**src/rtl/sample_tdc_pkg.sv**
```systemverilog
package sample_tdc_pkg;
  // Pulse tracking state carried from one word to the next.
  typedef enum logic [1:0] {
    TRK_IDLE = 2'd0,  // last sample low
    TRK_RUN  = 2'd1,  // measured run still open
    TRK_SKIP = 2'd2   // ignored run still open
  } trk_state_e;
endpackage

```
**src/rtl/sample_tdc_scan.sv**
```systemverilog
// Combinational word analysis: edge location, run length, extra edges.
module sample_tdc_scan #(
  parameter  int WORD_W = 16,
  localparam int OFF_W  = $clog2(WORD_W),
  localparam int LEN_W  = $clog2(WORD_W + 1)
) (
  input  logic [WORD_W-1:0] word,
  input  logic              prev_one,
  input  logic              in_run,
  output logic              edge_found,
  output logic [OFF_W-1:0]  off,
  output logic [LEN_W-1:0]  run_len,
  output logic              run_open,
  output logic              extra_edge
);
  logic [WORD_W-1:0] rise;
  logic [WORD_W-1:0] shifted;
  logic [OFF_W-1:0]  pos;
  logic [LEN_W-1:0]  rise_cnt;
  logic              found;
  logic              going;

  // bit i rises when its predecessor in time (bit i+1, or the previous word) is low
  assign rise = word & ~{prev_one, word[WORD_W-1:1]};

  always_comb begin
    found    = 1'b0;
    pos      = '0;
    rise_cnt = '0;
    for (int i = 0; i < WORD_W; i++) begin
      if (rise[i]) begin
        found    = 1'b1;
        pos      = OFF_W'(i);  // last hit = highest index = earliest sample
        rise_cnt = rise_cnt + LEN_W'(1);
      end
    end
  end

  assign off     = in_run ? '0 : (OFF_W'(WORD_W - 1) - pos);
  assign shifted = word << off;

  // count of ones from the MSB of the aligned word
  always_comb begin
    going   = 1'b1;
    run_len = '0;
    for (int i = WORD_W - 1; i >= 0; i--) begin
      going = going & shifted[i];
      if (going) run_len = run_len + LEN_W'(1);
    end
  end

  assign run_open   = ((LEN_W + 1)'(run_len) + (LEN_W + 1)'(off)) == (LEN_W + 1)'(WORD_W);
  assign edge_found = !in_run && found;
  assign extra_edge = in_run ? (rise_cnt != '0) : (rise_cnt > LEN_W'(1));
endmodule

```
**src/rtl/sample_tdc_coarse.sv**
```systemverilog
// Accepted-word counter, wraps modulo 2**CNT_W.
module sample_tdc_coarse #(
  parameter int CNT_W = 12
) (
  input  logic             clk,
  input  logic             rst,
  input  logic             clr,
  input  logic             adv,
  output logic [CNT_W-1:0] count
);
  always_ff @(posedge clk) begin
    if (rst || clr) count <= '0;
    else if (adv)   count <= count + CNT_W'(1);
  end
endmodule

```
**src/rtl/sample_tdc_track.sv**
```systemverilog
// Cross-word pulse state, width accumulation and registered record output.
module sample_tdc_track
  import sample_tdc_pkg::*;
#(
  parameter  int WORD_W = 16,
  parameter  int CNT_W  = 12,
  parameter  int WID_W  = 8,
  localparam int OFF_W  = $clog2(WORD_W),
  localparam int LEN_W  = $clog2(WORD_W + 1),
  localparam int TS_W   = CNT_W + OFF_W
) (
  input  logic             clk,
  input  logic             rst,
  input  logic             clr,
  input  logic             word_vld,
  input  logic             word_last,
  input  logic [CNT_W-1:0] coarse,
  input  logic             edge_found,
  input  logic [OFF_W-1:0] off,
  input  logic [LEN_W-1:0] run_len,
  input  logic             run_open,
  input  logic             extra_edge,
  output logic             prev_one,
  output logic             in_run,
  output logic             rec_valid,
  output logic [TS_W-1:0]  rec_time,
  output logic [WID_W-1:0] rec_width,
  output logic             rec_sat,
  output logic             multi_hit
);
  localparam logic [WID_W-1:0] WMAX = {WID_W{1'b1}};

  trk_state_e       state;
  trk_state_e       rest_state;
  logic [WID_W-1:0] acc;
  logic             acc_sat;
  logic [TS_W-1:0]  start_ts;
  logic [WID_W:0]   sum;
  logic             sum_ovf;
  logic [WID_W-1:0] sum_sat;
  logic [WID_W-1:0] len_ext;

  assign prev_one   = (state != TRK_IDLE);
  assign in_run     = (state == TRK_RUN);
  assign rest_state = word_last ? TRK_SKIP : TRK_IDLE;
  assign len_ext    = WID_W'(run_len);
  assign sum        = (WID_W + 1)'(acc) + (WID_W + 1)'(run_len);
  assign sum_ovf    = sum > (WID_W + 1)'(WMAX);
  assign sum_sat    = sum_ovf ? WMAX : sum[WID_W-1:0];

  always_ff @(posedge clk) begin
    if (rst) begin
      state     <= TRK_IDLE;
      acc       <= '0;
      acc_sat   <= 1'b0;
      start_ts  <= '0;
      rec_valid <= 1'b0;
      rec_time  <= '0;
      rec_width <= '0;
      rec_sat   <= 1'b0;
      multi_hit <= 1'b0;
    end else begin
      rec_valid <= 1'b0;
      if (clr) begin
        state     <= TRK_IDLE;
        acc       <= '0;
        acc_sat   <= 1'b0;
        multi_hit <= 1'b0;
      end else if (word_vld) begin
        if (extra_edge) multi_hit <= 1'b1;
        if (state == TRK_RUN) begin
          if (run_open) begin
            acc     <= sum_sat;
            acc_sat <= acc_sat | sum_ovf;
          end else begin
            rec_valid <= 1'b1;
            rec_time  <= start_ts;
            rec_width <= sum_sat;
            rec_sat   <= acc_sat | sum_ovf;
            state     <= rest_state;
          end
        end else if (edge_found) begin
          if (run_open) begin
            start_ts <= {coarse, off};
            acc      <= len_ext;
            acc_sat  <= 1'b0;
            state    <= TRK_RUN;
          end else begin
            rec_valid <= 1'b1;
            rec_time  <= {coarse, off};
            rec_width <= len_ext;
            rec_sat   <= 1'b0;
            state     <= rest_state;
          end
        end else begin
          state <= rest_state;
        end
      end
    end
  end
endmodule

```
**src/rtl/sample_tdc.sv**
```systemverilog
// Top: deserialized-sample pulse timestamper.
module sample_tdc #(
  parameter  int WORD_W = 16,
  parameter  int CNT_W  = 12,
  parameter  int WID_W  = 8,
  localparam int OFF_W  = $clog2(WORD_W),
  localparam int LEN_W  = $clog2(WORD_W + 1),
  localparam int TS_W   = CNT_W + OFF_W
) (
  input  logic              clk,
  input  logic              rst,
  input  logic              cnt_clr,
  input  logic              word_vld,
  input  logic [WORD_W-1:0] word_in,
  output logic              rec_valid,
  output logic [TS_W-1:0]   rec_time,
  output logic [WID_W-1:0]  rec_width,
  output logic              rec_sat,
  output logic              multi_hit
);
  logic [CNT_W-1:0] coarse;
  logic             prev_one;
  logic             in_run;
  logic             edge_found;
  logic [OFF_W-1:0] off;
  logic [LEN_W-1:0] run_len;
  logic             run_open;
  logic             extra_edge;

  sample_tdc_coarse #(.CNT_W(CNT_W)) u_coarse (
    .clk   (clk),
    .rst   (rst),
    .clr   (cnt_clr),
    .adv   (word_vld),
    .count (coarse)
  );

  sample_tdc_scan #(.WORD_W(WORD_W)) u_scan (
    .word       (word_in),
    .prev_one   (prev_one),
    .in_run     (in_run),
    .edge_found (edge_found),
    .off        (off),
    .run_len    (run_len),
    .run_open   (run_open),
    .extra_edge (extra_edge)
  );

  sample_tdc_track #(.WORD_W(WORD_W), .CNT_W(CNT_W), .WID_W(WID_W)) u_track (
    .clk        (clk),
    .rst        (rst),
    .clr        (cnt_clr),
    .word_vld   (word_vld),
    .word_last  (word_in[0]),
    .coarse     (coarse),
    .edge_found (edge_found),
    .off        (off),
    .run_len    (run_len),
    .run_open   (run_open),
    .extra_edge (extra_edge),
    .prev_one   (prev_one),
    .in_run     (in_run),
    .rec_valid  (rec_valid),
    .rec_time   (rec_time),
    .rec_width  (rec_width),
    .rec_sat    (rec_sat),
    .multi_hit  (multi_hit)
  );
endmodule

```
**config.mk**
```make
export PLATFORM = sky130hd
export DESIGN_NAME = sample_tdc
export DESIGN_NICKNAME = d
export VERILOG_FILES = /design/src/rtl/sample_tdc_pkg.sv /design/src/rtl/sample_tdc_scan.sv /design/src/rtl/sample_tdc_coarse.sv /design/src/rtl/sample_tdc_track.sv /design/src/rtl/sample_tdc.sv
export SDC_FILE = /design/constraint.sdc
export NUM_CORES = 1
export LEC_CHECK = 0
export BUFFER_PORTS_ARGS = -buffer_cell sky130_fd_sc_hd__buf_2
export CORE_ASPECT_RATIO = 1.5
export CORE_UTILIZATION = 35
export DETAILED_ROUTE_END_ITERATION = 10
export GPL_TIMING_DRIVEN = 0
export PLACE_DENSITY = 0.6
export SYNTH_ARGS = -nofsm -noshare
export SYNTH_HDL_FRONTEND = slang
export SYNTH_SLANG_ARGS = --single-unit
```
**constraint.sdc**
```tcl
create_clock -name clk -period 14.55 [get_ports clk]
set_input_delay 1.455 -clock clk [delete_from_list [all_inputs] [get_ports clk]]
set_output_delay 1.455 -clock clk [all_outputs]
set_load 0.05 [all_outputs]
```
Word level (Yosys, flattened, before mapping) --
Cells that the tools add are included.
Operators by class: $add $sub $neg 34, $lt $le $gt $ge 2, equality and inequality tests 3, shift operators 1, multiplexer cells 94, bitwise logic cells 22, reductions and logical operators 13
Operators by type and width (number):
- two-way mux 5 bit | 30
- adder 5 x 1 -> 5 bit, second input constant | 28
- two-way mux 8 bit | 9
- two-way mux 16 bit | 4
- two-way mux 4 bit | 9
- two-way mux 1 bit | 31
- bitwise AND 16 bit | 1
- NOT 16 bit | 1
- << shifter 16 x 4 -> 16 bit | 1
- bitwise AND 1 bit | 15
- two-way mux 2 bit | 7
- adder 12 x 1 -> 12 bit, second input constant | 1
- two-way mux 3 bit | 4
- adder 8 x 5 -> 9 bit | 1
- > comparator 9 x 8 -> 1 bit, second input constant | 1
- adder 5 x 4 -> 6 bit | 1
- == test 6 x 5 -> 1 bit, second input constant | 1
- > comparator 5 x 1 -> 1 bit, second input constant | 1
- AND reduction 5 bit | 1
- nonzero test 5 bit | 1
- adder 1 x 1 -> 2 bit, second input constant | 2
- NOT 1 bit | 4
- AND reduction 2 bit | 2
- AND reduction 4 bit | 1
- other kinds (11) | 12
Word-level totals: register bits 66, input port bits 20, output and inout port bits 27

Logic depth before layout (Yosys ltp) --
depth after elaboration 57, mapped depth 62, depth with buffers taken out 57

Cells and area by module --
From an unflattened synthesis, not the netlist that was laid out.
Unflattened totals: cell total of the unflattened synthesis 931, area, all modules 6874.1 um2
Modules (own cells, without submodules):
- sample_tdc_scan | times used 1, cells an instance 570, area an instance 3819.9 um2, seq. area each 0.0 um2
- sample_tdc_track | times used 1, cells an instance 299, area an instance 2491.1 um2, seq. area each 1081.0 um2
- sample_tdc_coarse | times used 1, cells an instance 62, area an instance 563.0 um2, seq. area each 240.2 um2

Worst setup path before layout --
No wires, ideal clock.
kind in2reg, from input word_in[5], to register u_track.rec_width[1], library setup time 0.128 ns, data arrival time 11.419 ns, required time 14.422 ns, setup slack 3.004 ns, cell stages on the path 57, path buffers 5, cells stage by stage buf_2 nor2b_1 clkbuf_1 or3_1 o211ai_2 nand2_2 clkbuf_1 a2111oi_0 a311o_1 nand2b_1 inv_1 ha_1 nor2_1 nor2_1 ha_1 nor2b_1 o21a_1 ha_1 [... 21 more ...] a22oi_1 mux2i_1 a31o_2 ha_1 nor2_1 nor2_1 inv_1 fa_1 xor2_1 nand3b_1 or4_1 nor2_1 mux2i_1 nand3_1 buf_4 buf_6 mux2i_1 nor2_1
Between the ends: cells in the longest elaborated chain, start to end 53, elaborated cells between the ends (all ways) 88
Ends and longest elaborated chain:
- start: declaration | RTL line sample_tdc.sv:14 | input logic [WORD_W-1:0] word_in,
- NOT 16 bit | RTL line sample_tdc_scan.sv:24 | assign rise = word & ~{prev_one, word[WORD_W-1:1]};
- bitwise AND 16 bit | RTL line sample_tdc_scan.sv:24
- two-way mux 3 bit (4 in a row) | RTL line sample_tdc_scan.sv:31 | if (rise[i]) begin
- two-way mux 4 bit (8 in a row) | RTL line sample_tdc_scan.sv:31
- subtractor 4 bit | RTL line sample_tdc_scan.sv:39 | assign off = in_run ? '0 : (OFF_W'(WORD_W - 1) - pos);
- two-way mux 4 bit | RTL line sample_tdc_scan.sv:39
- << shifter 16 x 4 -> 16 bit | RTL line sample_tdc_scan.sv:40 | assign shifted = word << off;
- two-way mux 1 bit | RTL line sample_tdc_scan.sv:48 | if (going) run_len = run_len + LEN_W'(1);
- [... 27 more ...]
- two-way mux 5 bit | RTL line sample_tdc_scan.sv:48
- adder 5 x 1 -> 5 bit | RTL line sample_tdc_scan.sv:48
- two-way mux 5 bit | RTL line sample_tdc_scan.sv:48
- adder 8 x 5 -> 9 bit | RTL line sample_tdc_track.sv:47 | assign sum = (WID_W + 1)'(acc) + (WID_W + 1)'(run_len);
- > comparator 9 x 8 -> 1 bit | RTL line sample_tdc_track.sv:48 | assign sum_ovf = sum > (WID_W + 1)'(WMAX);
- two-way mux 8 bit | RTL line sample_tdc_track.sv:49 | assign sum_sat = sum_ovf ? WMAX : sum[WID_W-1:0];
- two-way mux 8 bit | RTL line sample_tdc_track.sv:72 | if (run_open) begin
- two-way mux 8 bit | RTL line sample_tdc_track.sv:71 | if (state == TRK_RUN) begin
- end signal: assignment | RTL line sample_tdc_track.sv:78 | rec_width <= sum_sat;
- end signal: assignment | RTL line sample_tdc_track.sv:91 | rec_width <= len_ext;
- end: declaration | RTL line sample_tdc_track.sv:27 | output logic [WID_W-1:0] rec_width,
Parallel ways exist; a longest one is shown, timed or not. The select of a mux whose other input is x is not followed. A chain may end at the register's enable or synchronous reset.

Worst setup path after layout --
from input word_in[9], to register u_track.rec_width[6]
Between the ends: cells in the longest elaborated chain, start to end 49, elaborated cells between the ends (all ways) 78
Ends and longest elaborated chain:
- NOT 16 bit | RTL line sample_tdc_scan.sv:24
- bitwise AND 16 bit * | RTL line sample_tdc_scan.sv:24
- two-way mux 4 bit | RTL line sample_tdc_scan.sv:31
- two-way mux 4 bit * (7 in a row) | RTL line sample_tdc_scan.sv:31
- subtractor 4 bit * | RTL line sample_tdc_scan.sv:39
- two-way mux 4 bit * | RTL line sample_tdc_scan.sv:39
- net off[2] | RTL line sample_tdc.sv:25 | logic [OFF_W-1:0] off;
- << shifter 16 x 4 -> 16 bit | RTL line sample_tdc_scan.sv:40
- [... 28 more ...]
- two-way mux 5 bit | RTL line sample_tdc_scan.sv:48
- adder 5 x 1 -> 5 bit | RTL line sample_tdc_scan.sv:48
- two-way mux 5 bit | RTL line sample_tdc_scan.sv:48
- adder 8 x 5 -> 9 bit | RTL line sample_tdc_track.sv:47
- > comparator 9 x 8 -> 1 bit | RTL line sample_tdc_track.sv:48
- two-way mux 8 bit | RTL line sample_tdc_track.sv:49
- two-way mux 8 bit | RTL line sample_tdc_track.sv:72
- two-way mux 8 bit | RTL line sample_tdc_track.sv:71
The timed path passes the listed nets; every way through them passes the cells marked *. The select of a mux whose other input is x is not followed.

==> results.sh <==
export IMPL_h_tree_depth=3
export IMPL_numCtsBuffers=9
export IMPL_die_y_um=177
export IMPL_clkSlewWorstSetupHoldPaths_ns=0.06
export IMPL_maxCapViolCount=0
export IMPL_fin_crit_sh_pct=88.1
export IMPL_finalCoreUtilization_pct=40.2
export IMPL_finalPower_uw=811
export IMPL_synth_distinct_cells=90
export IMPL_slew_headroom_pct=33.8
export IMPL_cts_sinks=66
export IMPL_setup_worst_path_end_class="flop"
export IMPL_synth_warnings=0
export IMPL_initial_core_util_pct=35.9
export IMPL_vias_per_cell=5.60
export IMPL_final_cell_mix="nand2_1, nor2_1, dfxtp_1"
export IMPL_drtPass1Iterations=5
export IMPL_setup_viol=0
export IMPL_synth_top_area_cell="dfxtp_1"
export IMPL_grt_pass1_wl_um=33000
export IMPL_max_stage_delay_ns=0.76
export IMPL_fin_nets=1069
export IMPL_wl_met3_um=465
export IMPL_ff2ff_setup_slack_ns=2.93
export IMPL_grt_overflow=0
export IMPL_cp_arrival_ns=13.01
export IMPL_layout_commonest_cell="nand2_1"
export IMPL_cts_buffer_depth=2
export IMPL_drc_errors=0
export IMPL_crit_slowest_cell="nor4_1"
export IMPL_drive_gt1_share_pct=11.6
export IMPL_synthCells=965
export IMPL_wire_per_inst_um=15.8
export IMPL_status="finished, final reports clean"
export IMPL_rows=63
export IMPL_worstSkewPairLatency_ns=0.33
export IMPL_n_fill_cell=2089
export IMPL_period_minus_slack_ns=12.82
export IMPL_wl_met2_um=10700
export IMPL_die_area_sq_mm=0.0211
export IMPL_seq_area_sq_mm=0.00132
export IMPL_finClkSkew_ns=0.00756
export IMPL_ys_seq_area_share_pct=18.4
export IMPL_pin_count=47
export IMPL_place_hpwl_um=15800
export IMPL_drt_wl_total_um=20100
export IMPL_cts_hold_repair_buffers=0
export IMPL_fmax_ghz=0.0780
export IMPL_placed_cell_area_sq_mm=0.00766
export IMPL_ant_nets=0
export IMPL_ir_drop_mv=0.0797
export IMPL_cts_resized=0
export IMPL_critical_path_class="in -> reg"
export IMPL_clock_root_buffer="clkbuf_16"
export IMPL_vias=7143
export IMPL_timing_rr_start="u_track.state[1]"
export IMPL_drtIter0Drc=350
export IMPL_hp_start="u_track.multi_hit"
export IMPL_reg2reg_to="u_track.rec_width[6]"
export IMPL_cts_setup_buffers=0
export IMPL_cp_start_kind="primary input"
export IMPL_r2r_worst_path_cells=56
export IMPL_required_ns=14.74
export IMPL_p_leak_uw=0.00324
export IMPL_hold_class="reg -> reg"
export IMPL_antenna_found_initial=0
export IMPL_drv_slew=0
export IMPL_whs_endpoint="u_track.multi_hit"
export IMPL_wl_met1_um=8530
export IMPL_grt_pass1_vias=6790
export IMPL_multiInputGateArea_sq_mm=0.00546
export IMPL_cts_tree="yes"
export IMPL_min_delay_path_depth=2
export IMPL_ys_async_sr_fraction_pct=0
export IMPL_grt_setup_unrepaired="false"
export IMPL_port_buffers=34
export IMPL_synth_edf_count=0
export IMPL_ys_ff_latch=66
export IMPL_area_growth_syn_to_layout_pct=12.0
export IMPL_syn_avg_cell_area_sq_um=7.42
export IMPL_grt_start_max_net_pins=13
export IMPL_antennaDiodeCount=0
export IMPL_synth_area_top_cells="dfxtp_1, mux2i_1, nand2_1"
export IMPL_final_area_sq_mm=0.00803
export IMPL_power_density_mw_per_mm2=101
export IMPL_fin_tns_setup_ns=0
export IMPL_path_max_fanout=10
export IMPL_track_usage_pct=19.2
export IMPL_synth_top_cell_area_share_pct=18.4
export IMPL_gp_congestion=0.884
export IMPL_ys_flop_type="dfxtp_1"
export IMPL_worstMarginPinSlew_ns=0.983
export IMPL_dr_max_layer_used="met4"
export IMPL_hold_viol=0
export IMPL_fp_dieW_um=119
export IMPL_core_sq_mm=0.0199
export IMPL_syn_num_nets=1024
export IMPL_synthesis_area_sq_mm=0.00716
==> sequential cells by signal, indices dropped and copies added (netlist names) <==
| register | flops |
|---|---|
| u_track.acc_sat | 1 |
| u_track.acc | 8 |
| u_track.rec_time | 16 |
| u_track.start_ts | 16 |
| u_track.multi_hit | 1 |
| u_track.state | 2 |
| u_track.rec_sat | 1 |
| u_track.rec_valid | 1 |
| u_track.rec_width | 8 |
| u_coarse.count | 12 |
==> report_power, final <==
group | leakage (uW) | internal [uW] | switching (uW)
combinational | 0.00253 | 140 | 223
clock | 0.000176 | 184 | 79.4
sequential | 0.000533 | 183 | 1.45
==> critical path: cells and delay by family <==
| kind | cells | cell delay [ns] |
|---|---|---|
| adders and majority gates | 9 | 2.90 |
| muxes | 6 | 1.14 |
| buffers and inverters | 8 | 1.29 |
| xor gates and xnor gates | 1 | 0.14 |
| AOI/OAI and AO/OA | 11 | 2.19 |
| and+or+nand+nor | 22 | 3.85 |
==> cells in the mapped netlist, drive strengths merged (8+ instances only) <==
cell type    n
o211ai      16
nand2b      18
a21o        23
nand2      130
nand4       12
o2111ai     14
nor2       117
a31oi        8
nor2b       21
nand3       28
a211oi      18
nor3        21
o21ai       29
a21oi       54
ha          37
and3        17
mux2i       54
or2          8
nor4         9
buf         21
dfxtp       66
inv         27
mux2        13
clkbuf      35
xnor2       28
and2         8
xor2        29
==> metrics by stage <==
step / hold slack [ns] / instances / worst slack [ns]
2_1_floorplan: 0.464 / 965 / 3.00
3_3_place_gp: 0.436 / 1259 / 1.53
3_5_place_dp: 0.441 / 1259 / 1.51
4_1_cts: 0.449 / 1275 / 1.84
5_1_grt: 0.465 / 1275 / 0.994
6_report: 0.444 / 1275 / 1.73
==> area by class of cell <==
type / instances / area share, %
well taps: 260 / 4.05
inverters: 27 / 1.26
repair buffers: 34 / 2.12
multi-input cells: 816 / 68.0
clock inverters: 7 / 1.76
plain buffers: 56 / 3.52
flip-flops and latches: 66 / 16.5
clock buffers: 9 / 2.81
==> routing by layer <==
metal | up-vias | GRT usage [%]
met1 | 3384 | 21.2
met3 | 31 | 1.93
met2 | 132 | 37.5
li1 | 3596 | -
met4 | 0 | 6.49
met5 | - | 0
==> worst max path at each step <==
stage / from / end / cells past startpoint
2_1_floorplan: word_in[5] / u_track.rec_width[1] / 57
3_3_place_gp: word_in[9] / u_track.rec_width[6] / 57
3_5_place_dp: word_in[6] / u_track.rec_width[5] / 59
4_1_cts: word_in[6] / u_track.rec_width[6] / 59
5_1_grt: word_in[9] / u_track.rec_width[6] / 56
6_report: word_in[9] / u_track.rec_width[6] / 57
==> cells by family after synthesis <==
kind of cell | share of synthesized area (%)
simple gates | 28.8
flops | 18.4
fa+ha+maj | 7.16
xor+xnor | 7.07
buf+inv | 5.36
compound gates | 23.5
mux | 9.69
(Power assumes the default switching activity.)
